--- config.mk ---
export PLATFORM = sky130hd
export DESIGN_NAME = chain_readout_ctrl
export DESIGN_NICKNAME = d
export VERILOG_FILES = /design/src/rtl/chain_readout_pkg.sv /design/src/rtl/ro_event_store.sv /design/src/rtl/ro_token_sel.sv /design/src/rtl/ro_lane_drive.sv /design/src/rtl/chain_readout_ctrl.sv
export SDC_FILE = /design/constraint.sdc
export NUM_CORES = 1
export LEC_CHECK = 0
export BUFFER_PORTS_ARGS = -buffer_cell sky130_fd_sc_hd__buf_2
export CORE_AREA = 5 5 176 178
export DETAILED_ROUTE_END_ITERATION = 7
export DIE_AREA = 0 0 181 183
export PLACE_DENSITY = 0.64
export SYNTH_ARGS = -nofsm -noshare
export SYNTH_HDL_FRONTEND = slang
export SYNTH_HIERARCHICAL = 1
export SYNTH_SLANG_ARGS = --single-unit
--- constraint.sdc ---
create_clock -name clk -period 2.6 [get_ports clk]
set_input_delay 0.26 -clock clk [delete_from_list [all_inputs] [get_ports clk]]
set_output_delay 0.26 -clock clk [all_outputs]
set_load 0.05 [all_outputs]
--- src/rtl/chain_readout_pkg.sv ---
package chain_readout_pkg;
  typedef enum logic [1:0] {
    ST_IDLE  = 2'd0,
    ST_ACQ   = 2'd1,
    ST_READY = 2'd2,
    ST_SEND  = 2'd3
  } ro_state_t;
endpackage

--- src/rtl/ro_event_store.sv ---
module ro_event_store #(
  parameter int WORD_W = 16,
  parameter int DEPTH  = 16,
  localparam int AW    = $clog2(DEPTH)
) (
  input  logic              clk,
  input  logic              wr_en,
  input  logic [AW-1:0]     waddr,
  input  logic [WORD_W-1:0] wdata,
  input  logic              rd_en,
  input  logic [AW-1:0]     raddr,
  output logic [WORD_W-1:0] rdata
);
  logic [WORD_W-1:0] mem [DEPTH];

  always_ff @(posedge clk) begin
    if (wr_en) mem[waddr] <= wdata;
  end

  always_ff @(posedge clk) begin
    if (rd_en) rdata <= mem[raddr];
  end
endmodule

--- src/rtl/ro_token_sel.sv ---
module ro_token_sel (
  input  logic cfg_first,
  input  logic cfg_skip,
  input  logic start_ro,
  input  logic tok_prev,
  input  logic tok_prev2,
  output logic tok_in
);
  always_comb begin
    if (cfg_first)     tok_in = start_ro;
    else if (cfg_skip) tok_in = tok_prev2;
    else               tok_in = tok_prev;
  end
endmodule

--- src/rtl/ro_lane_drive.sv ---
module ro_lane_drive #(
  parameter int WORD_W = 16,
  parameter int NLANES = 2
) (
  input  logic              clk,
  input  logic              rst,
  input  logic              load,
  input  logic              clear,
  input  logic [NLANES-1:0] lane_cfg,
  input  logic [WORD_W-1:0] word,
  output logic [NLANES-1:0] oe,
  output logic [WORD_W-1:0] dout [NLANES]
);
  for (genvar g = 0; g < NLANES; g++) begin : g_lane
    always_ff @(posedge clk) begin
      if (rst)        oe[g] <= 1'b0;
      else if (load)  oe[g] <= lane_cfg[g];
      else if (clear) oe[g] <= 1'b0;
    end
    assign dout[g] = oe[g] ? word : '0;
  end
endmodule

--- src/rtl/chain_readout_ctrl.sv ---
module chain_readout_ctrl
  import chain_readout_pkg::*;
#(
  parameter int WORD_W = 16,
  parameter int DEPTH  = 16
) (
  input  logic              clk,
  input  logic              rst,
  input  logic              cfg_first,
  input  logic              cfg_skip,
  input  logic              cfg_oe_a,
  input  logic              cfg_oe_b,
  input  logic              acq_start,
  input  logic              conv_done,
  input  logic              ev_wr,
  input  logic [WORD_W-1:0] ev_data,
  input  logic              start_ro,
  input  logic              tok_prev,
  input  logic              tok_prev2,
  output logic              tok_out,
  output logic              oe_a,
  output logic              oe_b,
  output logic [WORD_W-1:0] dout_a,
  output logic [WORD_W-1:0] dout_b,
  output logic              ro_clk_en
);
  localparam int AW = $clog2(DEPTH);
  localparam int CW = $clog2(DEPTH + 1);
  localparam logic [CW-1:0] FULL = CW'(DEPTH);
  localparam logic [CW-1:0] ONE  = CW'(1);

  ro_state_t         state_q;
  logic [CW-1:0]     cnt_q, ptr_q;
  logic              hdr_sel_q, tok_out_q, clk_en_q;
  logic              tok_in, wr_ok, rd_en, load, clear;
  logic [WORD_W-1:0] rdata, word;
  logic [1:0]        lane_oe;
  logic [WORD_W-1:0] lane_dout [2];

  ro_token_sel u_tsel (
    .cfg_first (cfg_first),
    .cfg_skip  (cfg_skip),
    .start_ro  (start_ro),
    .tok_prev  (tok_prev),
    .tok_prev2 (tok_prev2),
    .tok_in    (tok_in)
  );

  assign wr_ok = (state_q == ST_ACQ) && ev_wr && !acq_start && (cnt_q < FULL);
  assign rd_en = (state_q == ST_SEND) && (ptr_q < cnt_q);
  assign load  = (state_q == ST_READY) && !acq_start && tok_in;
  assign clear = (state_q == ST_SEND) && !rd_en;

  ro_event_store #(.WORD_W(WORD_W), .DEPTH(DEPTH)) u_store (
    .clk   (clk),
    .wr_en (wr_ok),
    .waddr (cnt_q[AW-1:0]),
    .wdata (ev_data),
    .rd_en (rd_en),
    .raddr (ptr_q[AW-1:0]),
    .rdata (rdata)
  );

  always_ff @(posedge clk) begin
    if (rst) begin
      state_q   <= ST_IDLE;
      cnt_q     <= '0;
      ptr_q     <= '0;
      hdr_sel_q <= 1'b0;
      tok_out_q <= 1'b0;
      clk_en_q  <= 1'b0;
    end else begin
      tok_out_q <= 1'b0;
      unique case (state_q)
        ST_IDLE: begin
          if (acq_start) begin
            state_q <= ST_ACQ;
            cnt_q   <= '0;
          end
        end
        ST_ACQ: begin
          if (acq_start)  cnt_q <= '0;
          else if (wr_ok) cnt_q <= cnt_q + ONE;
          if (conv_done && !acq_start) state_q <= ST_READY;
        end
        ST_READY: begin
          if (acq_start) begin
            state_q <= ST_ACQ;
            cnt_q   <= '0;
          end else if (tok_in) begin
            state_q   <= ST_SEND;
            ptr_q     <= '0;
            hdr_sel_q <= 1'b1;
            clk_en_q  <= 1'b1;
          end
        end
        ST_SEND: begin
          hdr_sel_q <= 1'b0;
          if (rd_en) begin
            ptr_q <= ptr_q + ONE;
          end else begin
            state_q   <= ST_IDLE;
            tok_out_q <= 1'b1;
            clk_en_q  <= 1'b0;
          end
        end
        default: state_q <= ST_IDLE;
      endcase
    end
  end

  assign word = hdr_sel_q ? {{(WORD_W-CW){1'b0}}, cnt_q} : rdata;

  ro_lane_drive #(.WORD_W(WORD_W), .NLANES(2)) u_lanes (
    .clk      (clk),
    .rst      (rst),
    .load     (load),
    .clear    (clear),
    .lane_cfg ({cfg_oe_b, cfg_oe_a}),
    .word     (word),
    .oe       (lane_oe),
    .dout     (lane_dout)
  );

  assign oe_a      = lane_oe[0];
  assign oe_b      = lane_oe[1];
  assign dout_a    = lane_dout[0];
  assign dout_b    = lane_dout[1];
  assign tok_out   = tok_out_q;
  assign ro_clk_en = clk_en_q;
endmodule

Word level (Yosys, flattened, before mapping)
Memories as Yosys holds them, arrays and structs flattened. A register that Yosys moved wholly into a read port is not among the register bits.
Index checks and enable logic that the tools add are counted.

operators by class
  add/sub/neg operators = 2
  $lt $le $gt $ge = 2
  equal/unequal tests = 12
  multiplexer cells = 30
  bitwise gates (word level) = 1
  reduce and logical (&&, ||, !) cells = 21

operator list
  cell                 count
  $mux 16              3
  $mux 5               6
  $pmux 5 s2           2
  $reduce_and 4->1     3
  $mux 1               11
  $add 5x1->5 const B  2
  $mux 2               5
  $ne 2x2->1 const B   5
  $logic_and 1x1->1    8
  $pmux 2 s4           1
  $reduce_and 3->1     2
  $reduce_bool 2->1    3
  $lt 5x5->1           1
  $lt 5x5->1 const B   1
  $eq 2x2->1 const B   2
  $ne 2x1->1 const B   2
  $pmux 1 s2           2
  $reduce_or 2->1      2
  $ne 3x2->1 const B   1
  $ne 3x3->1 const B   1
  $eq 2x1->1 const B   1
  $logic_not 1->1      2
  $logic_not 2->1      1
  $not 1->1            1

word-level totals
  register bits = 17
  RAM bits = 256
  bits of input ports = 28
  output and inout port bits = 36
  logic and storage cells = 77
  memories = 1

memories
  memory       depth  width  rd ports  clocked after Yosys merged registers in  write ports  RTL line              source
  u_store.mem  16     16     1         1                                        1            ro_event_store.sv:14  logic [WORD_W-1:0] mem [DEPTH];

Depth between registers and ports, before layout
  depth after elaboration = 7
  mapped depth = 8

Modules after synthesis
Netlist, hierarchy kept.

modules (own cells, without submodules)
  module              instances  cells an instance  area an instance (sq um)  sequential area each (sq um)
  ro_event_store      1          432                10,202.3                  8,167.8
  chain_readout_ctrl  1          117                964.7                     300.3
  ro_lane_drive       1          42                 297.8                     40.0
  ro_token_sel        1          3                  18.8                      0.0

Least setup slack after synthesis
OpenSTA, ideal clock, no wires.

  path type = register -> register
  start point = register state_q[0]
  end point = memory u_store.mem[0][0], enable pin
  library setup time = 409 ps
  data arrival time = 2,418 ps
  data required time = 2,191 ps
  slack = -227 ps
  stages on the path, launching flop included = 5
  path buffers = 0
  clock period less this slack = 2,827 ps
  cells stage by stage = dfxtp_1 > nor2b_1 > and3_1 > or3b_2 > nor3_1

between the ends
  word-level cells in the longest chain between the ends = 6

RTL lines
  what                             RTL line                  source
  start, declared                  chain_readout_ctrl.sv:32  ro_state_t state_q;
  start signal, assigned           chain_readout_ctrl.sv:66  state_q <= ST_IDLE;
  start signal, assigned           chain_readout_ctrl.sv:77  state_q <= ST_ACQ;
  start signal, assigned           chain_readout_ctrl.sv:84  if (conv_done && !acq_start) state_q <= ST_READY;
  $eq 2x1->1                       chain_readout_ctrl.sv:49  assign wr_ok = (state_q == ST_ACQ) && ev_wr && !acq_start && (cnt_q < FULL);
  $logic_and 1x1->1 (3 in series)  chain_readout_ctrl.sv:49
  named net wr_ok                  chain_readout_ctrl.sv:35  logic tok_in, wr_ok, rd_en, load, clear;
  $mux 1                           ro_event_store.sv:17      if (wr_en) mem[waddr] <= wdata;
  $mux 1 (implied by the code)     ro_event_store.sv:17
  end, declared                    ro_event_store.sv:14

The timed path passes the listed nets, and every way through them passes these cells.

Worst setup path after layout
  start point = register hdr_sel_q
  end point = output port dout_a[2]

between the ends
  word-level cells in the longest chain between the ends = 2

RTL lines
  what                    RTL line                   source
  start, declared         chain_readout_ctrl.sv:34   logic hdr_sel_q, tok_out_q, clk_en_q;
  start signal, assigned  chain_readout_ctrl.sv:69   hdr_sel_q <= 1'b0;
  start signal, assigned  chain_readout_ctrl.sv:93   hdr_sel_q <= 1'b1;
  start signal, assigned  chain_readout_ctrl.sv:98   hdr_sel_q <= 1'b0;
  $mux 16                 chain_readout_ctrl.sv:112  assign word = hdr_sel_q ? {{(WORD_W-CW){1'b0}}, cnt_q} : rdata;
  named net word[2]       chain_readout_ctrl.sv:36   logic [WORD_W-1:0] rdata, word;
  $mux 16                 ro_lane_drive.sv:20        assign dout[g] = oe[g] ? word : '0;
  end, declared           chain_readout_ctrl.sv:23   output logic [WORD_W-1:0] dout_a,

The timed path passes the listed nets, and every way through them passes these cells.

==> flow_metrics.py <==
metrics = {
    "status": {
        "status": "finished clean",
    },
    "global_routing": {
        "grt.busiest_layer": "met2",
        "grt_pass1_vias": 6184,
        "grt_pass1_wl_um": 37100,
        "grt.met1_usage_pct": 19.5,
        "overflow": 0,
        "use_met2_pct": 23.5,
        "antenna_found_initial": 0,
        "grt_max_degree": 43,
        "grt.total_usage_pct": 14.4,
        "use_met3_pct": 3.11,
    },
    "floorplanning": {
        "dieArea_sq_um": 33100,
        "initial_utilization_pct": 39.3,
        "die_h_um": 183,
        "core_sq_um": 29200,
        "num_rows": 63,
        "io_pins": 64,
        "die_w_um": 181,
    },
    "setup_path": {
        "crit_buf_inv": 1,
        "crit_path_max_fanout": 17,
        "crit_type": "reg2out",
        "worstPathArrival_ps": 2110,
        "path_delay_family": "flip-flops",
        "cp_data_required_time_ps": 2340,
        "max_stage_delay_ps": 730,
        "slowest_stage": "dfxtp_1",
        "crit_path_start_kind": "register",
        "worstPathCellList": "mux2_2, and2_2, buf_2",
        "cp-end-kind": "output port",
    },
    "power": {
        "finalPower_w": 0.00979,
        "ir_worst_vdd_mv": 0.424,
        "pwr_density_cell_nw_per_um2": 724,
        "leakage_nw": 4.48,
    },
    "logic_synthesis": {
        "seq_area_frac_synth_pct": 74.1,
        "ys_seq_elements": 289,
        "synthFlopType": "edfxtp_1",
        "syn-num-nets": 628,
        "synthArstFlopShare_pct": 0,
        "synth_top_area_share_pct": 71.1,
        "yosys_warnings": 6,
        "yosys.area.top_type": "edfxtp_1",
        "yosys-top-cells-count": "edfxtp_1 (272), mux4_2 (54), a22oi_1 (33)",
        "yosysMostFrequentCell": "edfxtp_1",
        "synth.avg_cell_area_sq_um": 19.3,
        "synth_cells": 594,
        "synth_edf_count": 272,
        "synth_area_sq_um": 11500,
        "synth.distinct_cells": 47,
        "synthTopCellsByArea": "edfxtp_1 (71%), mux4_2 (11%), dfxtp_1 (3.0%)",
    },
    "route": {
        "wl_per_cell_um": 21.6,
        "post-route-drc-count": 0,
        "via_per_inst": 5.36,
        "drtAntennaViolNets": 0,
        "dr.pass1.iters": 5,
        "drt_iter0_markers": 458,
        "vias": 5933,
        "wirelength_um": 23900,
    },
    "finish": {
        "drive_gt1_share_pct": 30.7,
        "areaGrowthSynthToFinish_pct": 17.7,
        "num-nets-final": 727,
        "final_cells": 1107,
        "diodes": 0,
        "final_area_sq_um": 13500,
    },
    "placed_design": {
        "preCtsSetupSlack_ps": 432,
        "place.detailed.hpwl_um": 14500,
        "dp.cells": 1049,
        "place.gp.congestion": 0.817,
        "portBuffers": 63,
        "place_area_sq_um": 12400,
    },
    "clock_network": {
        "cts-root-buf": "clkbuf_16",
        "clock_latency_ps": 530,
        "ctsHoldBuffers": 2,
        "cts_setup_buffers": 0,
        "cts_buffer_depth": 3,
        "post_cts_resized": 0,
        "clk_pin_slew_ps": 60,
        "numCtsBuffers": 30,
        "h-tree-depth": 1,
        "tritoncts": "built",
        "clock-sinks": 289,
    },
    "job": {
        "drv_cap": 0,
    },
    "sta": {
        "post-route-min-period_ps": 2370,
        "finalCritPeriodShare_pct": 91.1,
        "clock.fmax_ghz": 0.422,
        "slew_violations": 0,
        "rsz0062_at_grt": "false",
        "setup-tns-final_ps": 0,
        "tightest_slew_ps": 883,
        "relSlewSlack_pct": 41.0,
        "hold_violations": 0,
        "worst_slack_ps": 232,
        "final-setup-viol-count": 0,
        "skew_ps": 8.16,
    },
    "min_path": {
        "min_path_type": "in2reg",
    },
}
layout by cell type (no fill, tap or decap), types with 20 or more instances in the layout:
master and instances:
buf_4 25, buf_2 63, nor2_1 29, mux4_2 54, edfxtp_1 272, and2_1 23, a22oi_1 33, nand2_1 25
clkbuf_16 31, nor2b_1 20
power breakdown:
| part | internal [W] | total (W) | switching [W] | leakage, nW |
|---|---|---|---|---|
| clock network | 0.00285 | 0.00454 | 0.00169 | 0.525 |
| logic | 0.0000496 | 0.000151 | 0.000101 | 1.38 |
| registers | 0.00509 | 0.00510 | 0.0000105 | 2.58 |
worst paths after layout:
check                                 from                 end  cells after the start  slack [ps]
worst max register to register  state_q[0]  u_store/mem[3][14]                      5         380
worst max-delay path             hdr_sel_q           dout_a[2]                      3         230
worst min register to register   ro_clk_en           ro_clk_en                      2         480
worst min-delay path                   rst            ptr_q[1]                      2          90
worst reg2reg max path: stages, from the launching register on:
cell	delay, ps
dfxtp_1	420
nor2b_1	190
and3_1	300
or3b_2	530
nor2_1	150
buf_4	290
final cells by class:
class	instances	area, sq um
well taps	390	488
clock buffers	33	783
flip-flops and latches	289	8510
fillers	2429	15700
inverters	7	26.3
repair buffers	94	603
clock inverters	23	287
multi-input cells	271	2820
layer usage:
layer | share of wire (%) | wire (um)
met5 | 0 | 0
met4 | 3.1 | 736
met3 | 6.6 | 1570
met2 | 48 | 11400
met1 | 42 | 10100
metrics by stage:
step	hold slack [ps]	util, %
finish	92.2	46.2
global route	84.5	46.2
CTS	69.0	46.2
detailed placement	475	42.5
global placement	460	42.5
floorplan	329	-
registers in the layout, indices dropped and copies added (netlist names):
signal,count
u_store/mem,256
u_store/rdata,16
hdr_sel_q,1
tok_out,1
u_lanes/oe,2
ptr_q,5
state_q,2
ro_clk_en,1
cnt_q,5
cell families (layout without fill, tap and decap cells):
family | count (synthesis) | in the layout | share of synthesized area (%)
and+or+nand+nor | 131 | 131 | 6.12
xor gates and xnor gates | 2 | 2 | 0.153
AOI/OAI and AO/OA | 60 | 60 | 3.82
DFF | 289 | 289 | 74.1
muxes | 72 | 72 | 13.6
buffers and inverters | 34 | 157 | 1.53
adders and majority gates | 6 | 6 | 0.654
(Power assumes the default switching activity.)
